`config.mk`:
```
export PLATFORM = sky130hd
export DESIGN_NAME = pa_poll_responder
export DESIGN_NICKNAME = d
export VERILOG_FILES = /design/src/rtl/pa_pkg.sv /design/src/rtl/pa_rst_sync.sv /design/src/rtl/pa_addr_window.sv /design/src/rtl/pa_poll_flag.sv /design/src/rtl/pa_sel_tracker.sv /design/src/rtl/pa_direct_flags.sv /design/src/rtl/pa_poll_responder.sv
export SDC_FILE = /design/constraint.sdc
export NUM_CORES = 1
export LEC_CHECK = 0
export ABC_AREA = 1
export BUFFER_PORTS_ARGS = -buffer_cell sky130_fd_sc_hd__buf_2
export CAP_MARGIN = 40
export CORE_MARGIN = 5
export CORE_UTILIZATION = 40
export DETAILED_ROUTE_END_ITERATION = 16
export GPL_TIMING_DRIVEN = 1
export PLACE_DENSITY = 0.65
export SKIP_CTS_REPAIR_TIMING = 1
export SLEW_MARGIN = 10
export SYNTH_ARGS = -nofsm -noshare
export SYNTH_HDL_FRONTEND = slang
export SYNTH_HIERARCHICAL = 1
export SYNTH_SLANG_ARGS = --single-unit
```
`constraint.sdc`:
```
create_clock -name clk -period 0.8 [get_ports clk]
set_clock_uncertainty 0.2 [all_clocks]
set_input_delay 0.04 -clock clk [delete_from_list [all_inputs] [get_ports clk]]
set_output_delay 0.04 -clock clk [all_outputs]
set_load 0.02 [all_outputs]
```
`src/rtl/pa_pkg.sv`:
```
package pa_pkg;

  // Reporting style chosen at build time
  typedef enum logic [1:0] {
    PA_DIRECT       = 2'd0,
    PA_POLLED       = 2'd1,
    PA_POLLED_NOSEL = 2'd2
  } pa_mode_e;

  // Width of a channel index; never below one bit
  function automatic int ch_idx_w(input int n);
    return (n > 1) ? $clog2(n) : 1;
  endfunction

endpackage

```
`src/rtl/pa_rst_sync.sv`:
```
module pa_rst_sync (
  input  logic clk,
  input  logic rst_ni,
  output logic rst_no
);

  logic [1:0] sync_q;
  logic [1:0] sync_d;

  always_comb begin
    sync_d = {sync_q[0], 1'b1};
  end

  always_ff @(posedge clk or negedge rst_ni) begin
    if (!rst_ni) begin
      sync_q <= 2'b00;
    end else begin
      sync_q <= sync_d;
    end
  end

  assign rst_no = sync_q[1];

endmodule

```
`src/rtl/pa_addr_window.sv`:
```
module pa_addr_window #(
  parameter int ADDR_W = 8,
  parameter int NUM_CH = 4,
  parameter int IDX_W  = 2
) (
  input  logic [ADDR_W-1:0] base_addr,
  input  logic [ADDR_W-1:0] poll_addr,
  output logic              hit,
  output logic [IDX_W-1:0]  idx
);

  localparam int DIFF_W = ADDR_W + 1;
  localparam logic [DIFF_W-1:0] SPAN = DIFF_W'(NUM_CH);

  logic [DIFF_W-1:0] diff;

  // One extra bit keeps addresses below the base from wrapping into range
  always_comb begin
    diff = {1'b0, poll_addr} - {1'b0, base_addr};
    hit  = !diff[ADDR_W] && (diff < SPAN);
    idx  = hit ? diff[IDX_W-1:0] : '0;
  end

endmodule

```
`src/rtl/pa_poll_flag.sv`:
```
module pa_poll_flag #(
  parameter int NUM_CH = 4,
  parameter int IDX_W  = 2
) (
  input  logic              clk,
  input  logic              rst_n,
  input  logic              hit,
  input  logic [IDX_W-1:0]  idx,
  input  logic [NUM_CH-1:0] space_ok,
  output logic              poll_pa,
  output logic              poll_oe
);

  logic pick;
  logic pa_d;
  logic oe_d;
  logic pa_q;
  logic oe_q;

  always_comb begin
    pick = 1'b0;
    for (int i = 0; i < NUM_CH; i++) begin
      if (idx == IDX_W'(i)) pick = space_ok[i];
    end
  end

  always_comb begin
    oe_d = hit;
    pa_d = hit & pick;
  end

  always_ff @(posedge clk or negedge rst_n) begin
    if (!rst_n) begin
      pa_q <= 1'b0;
      oe_q <= 1'b0;
    end else begin
      pa_q <= pa_d;
      oe_q <= oe_d;
    end
  end

  assign poll_pa = pa_q;
  assign poll_oe = oe_q;

  AST_HIT_ENABLES: assert property (@(posedge clk) disable iff (!rst_n)
    hit |=> poll_oe);
  AST_MISS_QUIET: assert property (@(posedge clk) disable iff (!rst_n)
    !hit |=> (!poll_oe && !poll_pa));

endmodule

```
`src/rtl/pa_sel_tracker.sv`:
```
module pa_sel_tracker #(
  parameter int NUM_CH = 4,
  parameter int IDX_W  = 2
) (
  input  logic              clk,
  input  logic              rst_n,
  input  logic              strobe,
  input  logic              hit,
  input  logic [IDX_W-1:0]  idx,
  input  logic [NUM_CH-1:0] space_ok,
  output logic              sel_pa
);

  logic             load;
  logic [IDX_W-1:0] sel_idx_d;
  logic [IDX_W-1:0] sel_idx_q;
  logic             vld_d;
  logic             vld_q;
  logic             pick;
  logic             pa_d;
  logic             pa_q;

  always_comb begin
    load      = strobe & hit;
    sel_idx_d = load ? idx : sel_idx_q;
    vld_d     = vld_q | load;
  end

  always_comb begin
    pick = 1'b0;
    for (int i = 0; i < NUM_CH; i++) begin
      if (sel_idx_d == IDX_W'(i)) pick = space_ok[i];
    end
    pa_d = vld_d & pick;
  end

  always_ff @(posedge clk or negedge rst_n) begin
    if (!rst_n) begin
      sel_idx_q <= '0;
      vld_q     <= 1'b0;
      pa_q      <= 1'b0;
    end else begin
      sel_idx_q <= sel_idx_d;
      vld_q     <= vld_d;
      pa_q      <= pa_d;
    end
  end

  assign sel_pa = pa_q;

  AST_SEL_HOLD: assert property (@(posedge clk) disable iff (!rst_n)
    (!strobe || !hit) |=> $stable(sel_idx_q));
  AST_UNSELECTED_LOW: assert property (@(posedge clk) disable iff (!rst_n)
    !vld_q |-> !sel_pa);

endmodule

```
`src/rtl/pa_direct_flags.sv`:
```
module pa_direct_flags #(
  parameter int NUM_CH = 4
) (
  input  logic              clk,
  input  logic              rst_n,
  input  logic [NUM_CH-1:0] space_ok,
  output logic [NUM_CH-1:0] direct_pa
);

  for (genvar g = 0; g < NUM_CH; g++) begin : g_lane
    logic flag_d;
    logic flag_q;

    always_comb begin
      flag_d = space_ok[g];
    end

    always_ff @(posedge clk or negedge rst_n) begin
      if (!rst_n) begin
        flag_q <= 1'b0;
      end else begin
        flag_q <= flag_d;
      end
    end

    assign direct_pa[g] = flag_q;
  end

  AST_DIRECT_FOLLOWS: assert property (@(posedge clk) disable iff (!rst_n)
    rst_n |=> (direct_pa == $past(space_ok)));

endmodule

```
`src/rtl/pa_poll_responder.sv`:
```
module pa_poll_responder #(
  parameter int               ADDR_W = 8,
  parameter int               NUM_CH = 4,
  parameter pa_pkg::pa_mode_e MODE   = pa_pkg::PA_POLLED
) (
  input  logic              clk,
  input  logic              rst_n,
  input  logic [ADDR_W-1:0] base_addr,
  input  logic [ADDR_W-1:0] poll_addr,
  input  logic              sel_strobe,
  input  logic [NUM_CH-1:0] space_ok,
  output logic              poll_pa,
  output logic              poll_pa_oe,
  output logic              sel_pa,
  output logic [NUM_CH-1:0] direct_pa
);

  localparam int IDX_W = pa_pkg::ch_idx_w(NUM_CH);

  logic rst_q_n;

  pa_rst_sync u_rst (
    .clk    (clk),
    .rst_ni (rst_n),
    .rst_no (rst_q_n)
  );

  if (MODE == pa_pkg::PA_DIRECT) begin : g_direct
    pa_direct_flags #(.NUM_CH(NUM_CH)) u_flags (
      .clk       (clk),
      .rst_n     (rst_q_n),
      .space_ok  (space_ok),
      .direct_pa (direct_pa)
    );
    assign poll_pa    = 1'b0;
    assign poll_pa_oe = 1'b0;
    assign sel_pa     = 1'b0;
  end else begin : g_polled
    logic             hit;
    logic [IDX_W-1:0] idx;

    pa_addr_window #(.ADDR_W(ADDR_W), .NUM_CH(NUM_CH), .IDX_W(IDX_W)) u_win (
      .base_addr (base_addr),
      .poll_addr (poll_addr),
      .hit       (hit),
      .idx       (idx)
    );

    pa_poll_flag #(.NUM_CH(NUM_CH), .IDX_W(IDX_W)) u_poll (
      .clk      (clk),
      .rst_n    (rst_q_n),
      .hit      (hit),
      .idx      (idx),
      .space_ok (space_ok),
      .poll_pa  (poll_pa),
      .poll_oe  (poll_pa_oe)
    );

    if (MODE == pa_pkg::PA_POLLED) begin : g_sel
      pa_sel_tracker #(.NUM_CH(NUM_CH), .IDX_W(IDX_W)) u_sel (
        .clk      (clk),
        .rst_n    (rst_q_n),
        .strobe   (sel_strobe),
        .hit      (hit),
        .idx      (idx),
        .space_ok (space_ok),
        .sel_pa   (sel_pa)
      );
    end else begin : g_nosel
      assign sel_pa = 1'b0;
    end

    assign direct_pa = '0;
  end

  AST_FLAG_NEEDS_OE: assert property (@(posedge clk) disable iff (!rst_q_n)
    poll_pa |-> poll_pa_oe);

endmodule

```
; ---- Word level (Yosys, flattened, before mapping)
; Index checks and enable logic that the tools add are counted.
[totals]
ff_bits = 8
[classes]
n_mux = 10
n_eq_ne = 6
n_reduce_logical = 4
addsub = 1
n_bitwise = 4
magnitude_cmp = 1
[ops]
columns = op, n
row1 = $lt A9 B3 Y1 const B, 1
row2 = $sub A8 B8 Y9, 1
row3 = $eq A2 B2 Y1 const B, 4
row4 = $mux W1, 8
row5 = $eq A2 B1 Y1 const B, 2
row6 = $logic_not A2 Y1, 2
row7 = $mux W2, 2
row8 = $and A1 B1 Y1, 3
row9 = $logic_and A1 B1 Y1, 1
row10 = $logic_not A1 Y1, 1
row11 = $or A1 B1 Y1, 1

; ---- Logic depth before layout (Yosys ltp)
; Gate-level depths: netlist of the first run.
[depth]
ltp_word = 11
mapped_depth = 19
ltp_nobuf = 19

; ---- Cells and area by module
; The synthesis of the first run kept the hierarchy.
[by_module_without_submodules]
columns = module, instances, cells_per_inst, area_per_inst_um2
row1 = pa_addr_window, 1, 95, 506.7
row2 = pa_sel_tracker, 1, 27, 224.0
row3 = pa_poll_flag, 1, 15, 105.1
row4 = pa_rst_sync, 1, 3, 53.8
row5 = pa_poll_responder, 1, 5, 33.8

; ---- Least setup slack after synthesis of the first run
; OpenSTA, ideal clock, no wires.
[synth_path]
kind = input port to flip-flop
startpoint = in poll_addr[0]
endpoint = reg g_polled.g_sel.u_sel.pa_q (netlist: g_polled.g_sel.u_sel/sel_pa)
stages = 17
slack_ns = -1.297
t_arrival_ns = 1.775
cell_sequence = inv_1 > ha_1 > fa_1 > inv_1 > nand3_1 > nand2_1 > nand2_1 > nand3_1 > nand2_1 > nor2_2 > nand2_2 > nor2_1 > nand3_1 > nand2_2 > nand2_1 > nand3_2 > a21oi_2
[synth_between]
elab_chain_cells = 11
word_cells_on_any_way = 17
classes_between = 1 x add/sub / 1 x order compare / 3 x eq/ne / 6 x mux / 3 x bitwise / 3 x reduce/logical
[synth_rtl]
columns = item, line
row1 = start: declaration, pa_poll_responder.sv:9  ; input logic [ADDR_W-1:0] poll_addr,
row2 = $sub A8 B8 Y9 *, pa_addr_window.sv:19  ; diff = {1'b0, poll_addr} - {1'b0, base_addr};
row3 = $lt A9 B3 Y1 / $logic_not A1 Y1 (equally long branches), pa_addr_window.sv:20  ; hit = !diff[ADDR_W] && (diff < SPAN);
row4 = $logic_and A1 B1 Y1, pa_addr_window.sv:20
row5 = $mux W2 *, pa_addr_window.sv:21  ; idx = hit ? diff[IDX_W-1:0] : '0;
row6 = via g_polled.idx[0], pa_poll_responder.sv:40  ; logic [IDX_W-1:0] idx;
row7 = $mux W2 *, pa_sel_tracker.sv:25  ; sel_idx_d = load ? idx : sel_idx_q;
row8 = via g_polled.g_sel.u_sel.sel_idx_d[0], pa_sel_tracker.sv:15  ; logic [IDX_W-1:0] sel_idx_d;
row9 = $logic_not A2 Y1, pa_sel_tracker.sv:32  ; if (sel_idx_d == IDX_W'(i)) pick = space_ok[i];
row10 = $mux W1 (3 in series), pa_sel_tracker.sv:32
row11 = $mux W1 *, pa_sel_tracker.sv:32
row12 = $and A1 B1 Y1 *, pa_sel_tracker.sv:34  ; pa_d = vld_d & pick;
row13 = via g_polled.g_sel.u_sel.pa_d, pa_sel_tracker.sv:20  ; logic pa_d;
row14 = end signal: assignment, pa_sel_tracker.sv:45  ; pa_q <= pa_d;
row15 = end: declaration, pa_sel_tracker.sv:21  ; logic pa_q;
; Mark *: on every way through the listed nets, which the timed path passes. The rest lies on a longest branch.

; ---- Worst setup path in the final report of the first run
[layout_path]
startpoint = in poll_addr[0]
endpoint = reg g_polled.g_sel.u_sel.pa_q (netlist: g_polled.g_sel.u_sel/sel_pa)
[layout_between]
elab_chain_cells = 11
word_cells_on_any_way = 17
classes_between = 1 x add/sub / 1 x order compare / 3 x eq/ne / 6 x mux / 3 x bitwise / 3 x reduce/logical
[layout_rtl]
columns = item, line
row1 = $sub A8 B8 Y9 *, pa_addr_window.sv:19
row2 = $lt A9 B3 Y1 / $logic_not A1 Y1 (equally long branches), pa_addr_window.sv:20
row3 = $logic_and A1 B1 Y1 *, pa_addr_window.sv:20
row4 = via g_polled.hit, pa_poll_responder.sv:39  ; logic hit;
row5 = $mux W2 / $and A1 B1 Y1 (equally long branches), "pa_addr_window.sv:21, pa_sel_tracker.sv:24"
row6 = $mux W2 *, pa_sel_tracker.sv:25
row7 = via g_polled.g_sel.u_sel.sel_idx_d[0], pa_sel_tracker.sv:15
row8 = $logic_not A2 Y1, pa_sel_tracker.sv:32
row9 = $mux W1 (3 in series), pa_sel_tracker.sv:32
row10 = $mux W1 *, pa_sel_tracker.sv:32
row11 = $and A1 B1 Y1 *, pa_sel_tracker.sv:34
row12 = via g_polled.g_sel.u_sel.pa_d, pa_sel_tracker.sv:20
; Marked as above.

==> results of run 1 <==
worst register-to-register path: stages (launching register included):
cell and delay (ns):
dfrtp_1 0.39, inv_1 0.06, nand2_1 0.05, o21ai_1 0.11
nand3_2 0.10, a21oi_2 0.14
flip-flops by register name (all words and copies together) (netlist names):
signal                          cells
g_polled.g_sel.u_sel/sel_idx_q      2
u_rst/sync_q                        2
g_polled.g_sel.u_sel/sel_pa         1
g_polled.g_sel.u_sel/vld_q          1
g_polled.u_poll/poll_oe             1
g_polled.u_poll/poll_pa             1
Yosys cell counts, types with 2 or more instances:
cell type	number	area, um^2
a21oi_1	3	15.01
nand3_2	4	40.04
buf_4	4	30.03
conb_1	2	7.510
nor2_1	11	41.29
nand3_1	9	45.04
nand2_1	35	131.4
nand4_1	2	12.51
nand2_2	10	62.56
nand3b_1	2	15.01
ha_1	9	112.6
dfrtp_1	8	200.2
inv_2	3	11.26
nor2_2	2	12.51
inv_1	35	131.4
per-layer routing:
metal | share of wire | routed length (um)
met1 | 0.38 | 829
met2 | 0.56 | 1230
met3 | 0.055 | 121
met4 | 0.0073 | 16
met5 | 0 | 0
logic make-up (layout without fill, tap and decap cells):
kind of cell    Yosys count  in the layout  synth area share
compound gates            7              7           0.04471
xor+xnor                  1              1          0.009487
fa+ha+maj                10             10            0.1436
simple gates             75             75            0.3902
buf+inv                  42             89            0.1870
other cells               2              5          0.008133
flops                     8              8            0.2168
final cells by class:
cell class | instances | area (um^2) | area share
clock buffers | 3 | 22.52 | 0.01568
repair buffers | 48 | 346.6 | 0.2413
well taps | 28 | 35.03 | 0.02439
flip-flops and latches | 8 | 200.2 | 0.1394
inverters | 38 | 160.2 | 0.1115
multi-input cells | 98 | 671.9 | 0.4678
power by group through the flow:
| stage | clock [mW] | combinational (mW) | sequential, mW |
|---|---|---|---|
| finish | 0.301 | 0.712 | 0.475 |
| CTS | 0.317 | 0.650 | 0.465 |
| global placement | 0 | 0.630 | 0.470 |
| global route | 0.346 | 0.802 | 0.481 |
| floorplan | 0 | 0.407 | 0.486 |
| detailed placement | 0 | 0.647 | 0.472 |
how the worst min path moves through the flow:
stage | slack [ns] | endpoint | start | depth (start not counted)
floorplan | -0.46 | u_rst/sync_q[0]$_DFF_PN0_ | rst_n | 0
global placement | -0.38 | u_rst/sync_q[1]$_DFF_PN0_ | rst_n | 1
detailed placement | -0.37 | u_rst/sync_q[0]$_DFF_PN0_ | rst_n | 1
CTS | -0.64 | u_rst/sync_q[1]$_DFF_PN0_ | rst_n | 1
global route | -0.08 | u_rst/sync_q[1]$_DFF_PN0_ | rst_n | 2
finish | -0.09 | g_polled.g_sel.u_sel/vld_q$_DFF_PN0_ | u_rst/sync_q[1]$_DFF_PN0_ | 0
==> metrics.md, run 1 <==
| Metric | Value |
|---|---|
| Part of the power in registers | `0.319` |
| Rows | `17` |
| Skew-Pair Late Insertion Delay | `0.25 ns` |
| Num Clock Sinks | `8` |
| Final WL | `2198 um` |
| Die Area | `about 0.0034 mm^2` |
| Initial Utilization | `0.4174` |
| Pwr Density | `approximately 1000 mW/mm^2` |
| WP data required | `between 0.7 and 0.8 ns` |
| Mapped Area | `~920 um^2` |
| Final-report hold violation count | `10` |
| Area growth from synthesis to layout | `55.56%` |
| Vias per Instance | `4.484` |
| CTS buffer count | `3` |
| FILL cells | `roughly 200` |
| Top delay family on crit path | `simple AND/OR/NAND/NOR gates` |
| Clock share of power | `0.202` |
| TritonCTS clock tree | `built` |
| CP Launch Point | `poll_addr[0]` |
| Critical path class | `in2reg` |
| Yosys cell types | `21` |
| Final min period | `about 2.0 ns` |
| DRC violations left | `0` |
| Initial antenna violation count | `0` |
| Layout net count | `230` |
| Fin cells | `223` |
| Die Span Y | `58.05 um` |
| FF-to-FF setup slack | `-0.32 ns` |
| Post-Layout Inst Area | `~0.0014 mm^2` |
| RSZ-0062 raised after global routing | `true` |
| DRT antenna net count | `0` |
| H-tree lvl count | `1` |
| Worst path depth | `18` |
| Max Cap Viol | `0` |
| Core area | `roughly 0.0022 mm^2` |
| Cells after DPL | `~210` |
| Max clock buf depth | `2` |
| Maximum number of pins on one net before global-route repair | `7` |
| Critical path capture point type | `flip-flop` |
| DP Area | `around 0.0013 mm^2` |
| Max Clk Rate | `between 0.5 and 0.6 GHz` |
| Layout cell share with drive strength beyond 1 | `0.4564` |
| Total power | `1.488 mW` |
| Final WS setup | `-1.200 ns` |
| Synth Instances | `between 100 and 150` |
| Largest stage delay on the critical path | `~0.4 ns` |
| Max Slew Vio Count | `0` |
| Most frequent cells in the layout | `inv_1 (31), nand2_1 (31), buf_2 (20)` |
| R2r endpoint | `g_polled.g_sel.u_sel/sel_pa$_DFF_PN0_` |
| Place WS | `-1.433 ns` |
| Drt wl/cell | `approximately 9.9 um` |
| Met1 GRT Util | `0.1365` |
| Port bufs | `25` |
| CTS clk-pin slew, worst paths | `approximately 0.060 ns` |
| Chip Width | `~58 um` |
| Worst Path Max Fanout | `5` |
| Failing checks | `hold timing, setup timing` |
| Setup crit start kind | `input pin` |
| Hold Path Class | `reg2async` |
| Sum Neg Setup Slack | `-7.046 ns` |
| Post-synth top flop | `dfrtp_1` |
| Met3 Track Usage GR | `0.01559` |
| Final core utilization | `0.6493` |
| First-pass GRT wire length | `around 3500 um` |
| EDFF count, synth | `0` |
| Routing usage on met2 | `0.2532` |
| DR vias | `1000` |
| Number of synthesized register bits | `8` |
| Mean area per synthesized cell | `approximately 6.4 um^2` |
| Iter 0 DRT Violations | `21` |
| Routability cong. | `roughly 0.84` |
| Global-route layer with the greatest usage | `met2` |
| Final setup vio count | `9` |
| Max IR drop VDD | `0.7169 mV` |
| Status | `finished, violations left` |
| Final period utilization | `2.500` |
| Root buffer cell | `clkbuf_4` |
| Io pins | `30` |
| Global-route usage over all layers | `0.1284` |
| Cell Chain, Critical Path | `buf_8 -> inv_12 -> ha_4 -> fa_2 -> inv_2 -> buf_4 -> nand2_1 -> nand4_1 -> nand3_2 -> nor2_2 -> nand2_2 -> inv_4 -> nand2_8 -> nand2_4 -> nand2_4 -> nand2_2 -> nand3_2 -> a21oi_2` |
| Worst Path Buf+Inv | `5` |
| Vias in the first global route | `between 900 and 1000` |
| # diodes | `0` |
| Net switching fraction of the power | `0.3523` |
| Worst hold margin | `-0.09419 ns` |
| Detailed Place HPWL | `between 1500 and 2000 um` |
| Seq/Total Area, Yosys | `0.2168` |
| Setup crit end | `g_polled.g_sel.u_sel/sel_pa$_DFF_PN0_` |
| Pre-antenna DRT Iters | `4` |
| WP data arrival | `roughly 2.0 ns` |
| Switching Power | `between 500 and 600 uW` |
| Post-synth ARST share | `1.000` |
| Critical R2R Launch | `g_polled.g_sel.u_sel/sel_idx_q[1]$_DFF_PN0_` |
| Syn. warnings | `6` |
| P_leak | `just over 0.8 nW` |
| Reg2reg path depth | `5` |
| Internal | `roughly 960 uW` |
| CP max-delay cell | `fa_2` |
| Grt ovf | `0` |
| Gate power share | `0.478` |
(Power assumes the default switching activity.)
==> inputs of run 2 (changes only) <==
--- a/config.mk
+++ b/config.mk
@@ -9,10 +9,10 @@
 export BUFFER_PORTS_ARGS = -buffer_cell sky130_fd_sc_hd__buf_2
 export CAP_MARGIN = 40
 export CORE_MARGIN = 5
-export CORE_UTILIZATION = 40
+export CORE_UTILIZATION = 50
 export DETAILED_ROUTE_END_ITERATION = 16
 export GPL_TIMING_DRIVEN = 1
-export PLACE_DENSITY = 0.65
+export PLACE_DENSITY = 0.79
 export SKIP_CTS_REPAIR_TIMING = 1
 export SLEW_MARGIN = 10
 export SYNTH_ARGS = -nofsm -noshare
==> metrics.md, run 2 (synthesis gave the netlist of run 1 again) <==
| Metric | Value |
|---|---|
| Initial antenna violation count | `0` |
| Global-route usage over all layers | `0.1785` |
| Switching Power | `about 530 uW` |
| Final core utilization | `0.7871` |
| Final WL | `2369 um` |
| DRC violations left | `0` |
| Part of the power in registers | `0.314` |
| Internal | `953.2 uW` |
| DRT antenna net count | `0` |
| Area growth from synthesis to layout | `48.78%` |
| Layout net count | `~230` |
| P_leak | `between 0.8 and 0.9 nW` |
| CP max-delay cell | `fa_2` |
| Critical path class | `in2reg` |
| Grt ovf | `0` |
| Rows | `15` |
| WP data required | `0.75 ns` |
| RSZ-0062 raised after global routing | `true` |
| Final period utilization | `2.388` |
| Final WS setup | `-1.111 ns` |
| H-tree lvl count | `1` |
| Largest stage delay on the critical path | `0.36 ns` |
| Vias in the first global route | `984` |
| Setup crit start kind | `input pin` |
| TritonCTS clock tree | `built` |
| Clock share of power | `0.214` |
| Layout cell share with drive strength beyond 1 | `0.4479` |
| Leading cell type in the layout, fill and taps excluded | `nand2_1` |
| Post-Layout Inst Area | `around 0.0014 mm^2` |
| DR vias | `1008` |
| Met1 GRT Util | `0.1601` |
| Maximum number of pins on one net before global-route repair | `7` |
| Most frequent cells in the layout | `nand2_1 (32), inv_1 (30), buf_2 (20)` |
| Core area | `0.001745 mm^2` |
| Chip Width | `~53 um` |
| Final setup vio count | `9` |
| Final-report hold violation count | `11` |
| Worst Path Max Fanout | `3` |
| Net switching fraction of the power | `0.3589` |
| Max Clk Rate | `0.5234 GHz` |
| Cell Chain, Critical Path | `buf_8 -> inv_12 -> ha_4 -> fa_2 -> inv_2 -> nand3_2 -> nand2_2 -> nand2_1 -> nand3_1 -> nand2_1 -> nor2_2 -> nand2_2 -> nor2_4 -> nand3_2 -> nand2_2 -> nand2_1 -> nand3_2 -> a21oi_2` |
| Io pins | `30` |
| Detailed Place HPWL | `~1900 um` |
| Die Area | `between 0.002 and 0.003 mm^2` |
| Status | `finished, violations left` |
| Gate power share | `0.472` |
| Final min period | `roughly 1.9 ns` |
| Routability cong. | `just over 0.8` |
| Global-route layer with the greatest usage | `met2` |
| Worst Path Buf+Inv | `3` |
| Max Slew Vio Count | `0` |
| Top delay family on crit path | `simple AND/OR/NAND/NOR gates` |
| Skew-Pair Late Insertion Delay | `0.25 ns` |
| Register Area | `between 200 and 250 um^2` |
| DP Area | `approximately 0.0013 mm^2` |
| Max IR drop VDD | `roughly 0.64 mV` |
| Total power | `1.487 mW` |
| Multi-input gate area | `~640 um^2` |
| CTS clk-pin slew, worst paths | `0.06 ns` |
| Critical path capture point type | `flip-flop` |
| Drt wl/cell | `10.92 um` |
| Root buffer cell | `clkbuf_4` |
| FILL cells | `136` |
| CTS buffer count | `3` |
| Die Span Y | `52.98 um` |
| Largest regs | `g_polled.g_sel.u_sel/sel_idx_q (2), u_rst/sync_q (2)` |
| Max clock buf depth | `2` |
| Max Cap Viol | `0` |
| Met3 Track Usage GR | `0.01690` |
| Num Clock Sinks | `8` |
| Hold Path Class | `reg2async` |
| Pre-antenna DRT Iters | `4` |
| CP Launch Point | `poll_addr[0]` |
| Worst hold margin | `-0.1018 ns` |
| WP data arrival | `between 1.5 and 2 ns` |
| Vias per Instance | `approximately 4.6` |
| Port bufs | `25` |
| Failing checks | `hold timing, setup timing` |
| Critical R2R Launch | `g_polled.g_sel.u_sel/sel_idx_q[0]$_DFF_PN0_` |
| # diodes | `0` |
| First-pass GRT wire length | `around 3700 um` |
| Iter 0 DRT Violations | `8` |
| Pwr Density | `1082 mW/mm^2` |
| Initial Utilization | `0.5290` |
| Routing usage on met2 | `0.3781` |
==> run 2: worst register-to-register path: cells and delay by family, from the launching register on <==
kind	cells	cell delay [ns]
and+or+nand+nor	4	0.33
AOI/OAI and AO/OA	1	0.11
DFF	1	0.37
==> run 2: worst paths after layout <==
check                                                                   end  slack (ns)  depth (start not counted)
worst max register to register        g_polled.g_sel.u_sel/sel_pa$_DFF_PN0_       -0.26                          5
max in group asynchronous       g_polled.g_sel.u_sel/sel_idx_q[1]$_DFF_PN0_        0.28                          0
worst min-delay path            g_polled.g_sel.u_sel/sel_idx_q[0]$_DFF_PN0_       -0.10                          0
worst max-delay path                  g_polled.g_sel.u_sel/sel_pa$_DFF_PN0_       -1.11                         18
min in group clk                      g_polled.g_sel.u_sel/sel_pa$_DFF_PN0_       -0.07                          5
worst min register to register  g_polled.g_sel.u_sel/sel_idx_q[0]$_DFF_PN0_       -0.10                          0
==> run 2: area by class of cell <==
type	count	share of cell area
timing repair buffer	45	0.2332
clock buffer	3	0.01639
multi-input combinational	98	0.4690
inverter	38	0.1129
sequential	8	0.1457
tap	25	0.02277
==> run 2: power groups by stage <==
stage	Combinational [mW]	Clock (mW)	Sequential, mW
global route	0.780	0.353	0.471
global placement	0.623	0	0.471
finish	0.702	0.318	0.467
detailed placement	0.644	0	0.472
floorplan	0.407	0	0.486
CTS	0.647	0.337	0.465
==> run 2: layer usage <==
layer	part of all wire	up-vias
met5	0	-
met1	0.38	456
met4	0.010	0
li1	-	520
met3	0.047	2
met2	0.57	30
==> run 2: stage by stage <==
step	TNS, ns	instances	hold WS, ns	worst slack (ns)
final	-6.436	217	-0.1018	-1.111
after CTS	-6.581	214	-0.6524	-1.136
after detailed placement	-7.597	211	-0.3743	-1.421
after global routing	-7.229	217	-0.08093	-1.244
after global placement	-7.196	211	-0.3753	-1.344
after floorplan	-5.368	148	-0.4556	-1.073
==> inputs of run 3 (changes only) <==
--- a/config.mk
+++ b/config.mk
@@ -11,8 +11,10 @@
 export CORE_MARGIN = 5
 export CORE_UTILIZATION = 50
 export DETAILED_ROUTE_END_ITERATION = 16
+export GPL_ROUTABILITY_DRIVEN = 0
 export GPL_TIMING_DRIVEN = 1
 export PLACE_DENSITY = 0.79
+export SETUP_SLACK_MARGIN = 0.15
 export SKIP_CTS_REPAIR_TIMING = 1
 export SLEW_MARGIN = 10
 export SYNTH_ARGS = -nofsm -noshare
==> metrics.md, run 3 (synthesis gave the netlist of run 1 again) <==
| Metric | Value |
|---|---|
| P_leak | `slightly above 0.8 nW` |
| Max Clk Rate | `between 0.5 and 0.6 GHz` |
| DRC violations left | `0` |
| Max Slew Vio Count | `0` |
| Max Cap Viol | `0` |
| Part of the power in registers | `0.314` |
| Internal | `around 950 uW` |
| Fin cells | `roughly 220` |
| Grt ovf | `0` |
| TritonCTS clock tree | `built` |
| Final WS setup | `-1.111 ns` |
| H-tree lvl count | `1` |
| Place WS | `-1.421 ns` |
| Global-route usage over all layers | `0.1785` |
| Final WL | `roughly 2400 um` |
| Area growth from synthesis to layout | `48.78%` |
| CTS clk-pin slew, worst paths | `roughly 0.06 ns` |
| RSZ-0062 raised after global routing | `true` |
| Most frequent cells in the layout | `nand2_1 (32), inv_1 (30), buf_2 (20)` |
| Reg2reg path depth | `5` |
| Port bufs | `25` |
| Sum Neg Setup Slack | `-6.436 ns` |
| Final period utilization | `2.388` |
| Layout cell share with drive strength beyond 1 | `0.4479` |
| Max clock buf depth | `2` |
| DR vias | `1008` |
| Skew-Pair Late Insertion Delay | `0.25 ns` |
| Clock share of power | `0.214` |
| Vias in the first global route | `approximately 980` |
| WP data required | `between 0.7 and 0.8 ns` |
| Maximum number of pins on one net before global-route repair | `7` |
| Critical path capture point type | `flip-flop` |
| Io pins | `30` |
| Initial Utilization | `0.5290` |
| Failing checks | `hold timing, setup timing` |
| Rows | `15` |
| Drt wl/cell | `10.92 um` |
| Layout net count | `about 230` |
| Largest regs | `g_polled.g_sel.u_sel/sel_idx_q (2), u_rst/sync_q (2)` |
| Status | `finished, violations left` |
| Hold Path Class | `reg2async` |
| Chip Width | `52.98 um` |
| Switching Power | `around 530 uW` |
| Detailed Place HPWL | `between 1500 and 2000 um` |
| WP data arrival | `between 1.5 and 2 ns` |
| CTS buffer count | `3` |
| Leading cell type in the layout, fill and taps excluded | `nand2_1` |
| Net switching fraction of the power | `0.3589` |
| Worst Path Max Fanout | `3` |
| Final min period | `roughly 1.9 ns` |
| First-pass GRT wire length | `~3700 um` |
| Final-report hold violation count | `11` |
| Die Span Y | `between 50 and 60 um` |
| DRT antenna net count | `0` |
| Num Clock Sinks | `8` |
| Critical path class | `in2reg` |
| Pwr Density | `1082 mW/mm^2` |
| Cells after DPL | `between 200 and 250` |
| Root buffer cell | `clkbuf_4` |
| Final setup vio count | `9` |
| Setup crit start kind | `input pin` |
| Pre-antenna DRT Iters | `4` |
| Worst hold margin | `-0.1018 ns` |
| Iter 0 DRT Violations | `8` |
| Gate power share | `0.472` |
| Total power | `between 1 and 1.5 mW` |
| Max IR drop VDD | `roughly 0.64 mV` |
| Die Area | `approximately 0.0028 mm^2` |
| Vias per Instance | `4.645` |
| # diodes | `0` |
| Initial antenna violation count | `0` |
| Core area | `about 0.0017 mm^2` |
-- run 3: layout make-up --
class                      instances  area (um^2)
multi-input combinational         98        644.4
fill                             136        371.6
timing repair buffer              45        320.3
sequential                         8        200.2
inverter                          38        155.1
tap                               25        31.28
clock buffer                       3        22.52
-- run 3: power groups by stage --
stage | Combinational (mW) | Clock (mW) | Sequential (mW)
2_1_floorplan | 0.407 | 0 | 0.486
3_3_place_gp | 0.623 | 0 | 0.471
3_5_place_dp | 0.644 | 0 | 0.472
4_1_cts | 0.647 | 0.337 | 0.465
5_1_grt | 0.780 | 0.353 | 0.471
6_report | 0.702 | 0.318 | 0.467
-- run 3: critical path, cell delays in order --
cell,delay (ns)
buf_8,0.09
inv_12,0.03
ha_4,0.15
fa_2,0.36
inv_2,0.07
nand3_2,0.08
nand2_2,0.08
nand2_1,0.05
nand3_1,0.07
nand2_1,0.06
nor2_2,0.09
nand2_2,0.10
nor2_4,0.17
nand3_2,0.12
nand2_2,0.13
nand2_1,0.07
nand3_2,0.07
a21oi_2,0.05
-- run 3: worst paths after layout --
| kind | start | endpoint | slack (ns) |
|---|---|---|---|
| max in group asynchronous | u_rst/sync_q[1]$_DFF_PN0_ | g_polled.g_sel.u_sel/sel_idx_q[1]$_DFF_PN0_ | 0.28 |
| max reg2reg | g_polled.g_sel.u_sel/sel_idx_q[0]$_DFF_PN0_ | g_polled.g_sel.u_sel/sel_pa$_DFF_PN0_ | -0.26 |
| max | poll_addr[0] | g_polled.g_sel.u_sel/sel_pa$_DFF_PN0_ | -1.11 |
| min in group clk | space_ok[1] | g_polled.g_sel.u_sel/sel_pa$_DFF_PN0_ | -0.07 |
| min reg2reg | u_rst/sync_q[1]$_DFF_PN0_ | g_polled.g_sel.u_sel/sel_idx_q[0]$_DFF_PN0_ | -0.10 |
| min | u_rst/sync_q[1]$_DFF_PN0_ | g_polled.g_sel.u_sel/sel_idx_q[0]$_DFF_PN0_ | -0.10 |
-- run 3: through the flow --
stage / utilization / area, um^2
4_1_cts: 0.7333 / 1280
6_report: 0.7871 / 1374
2_1_floorplan: - / 1003
5_1_grt: 0.7871 / 1374
3_3_place_gp: 0.7204 / 1257
3_5_place_dp: 0.7204 / 1257
-- run 3: metal layers --
metal / track usage / wire, um / part of all wire / up-vias
met5: 0 / 0 / 0 / -
met4: 0.08936 / 24 / 0.010 / 0
li1: - / - / - / 520
met3: 0.01690 / 111 / 0.047 / 2
met1: 0.1601 / 891 / 0.38 / 456
met2: 0.3781 / 1341 / 0.57 / 30
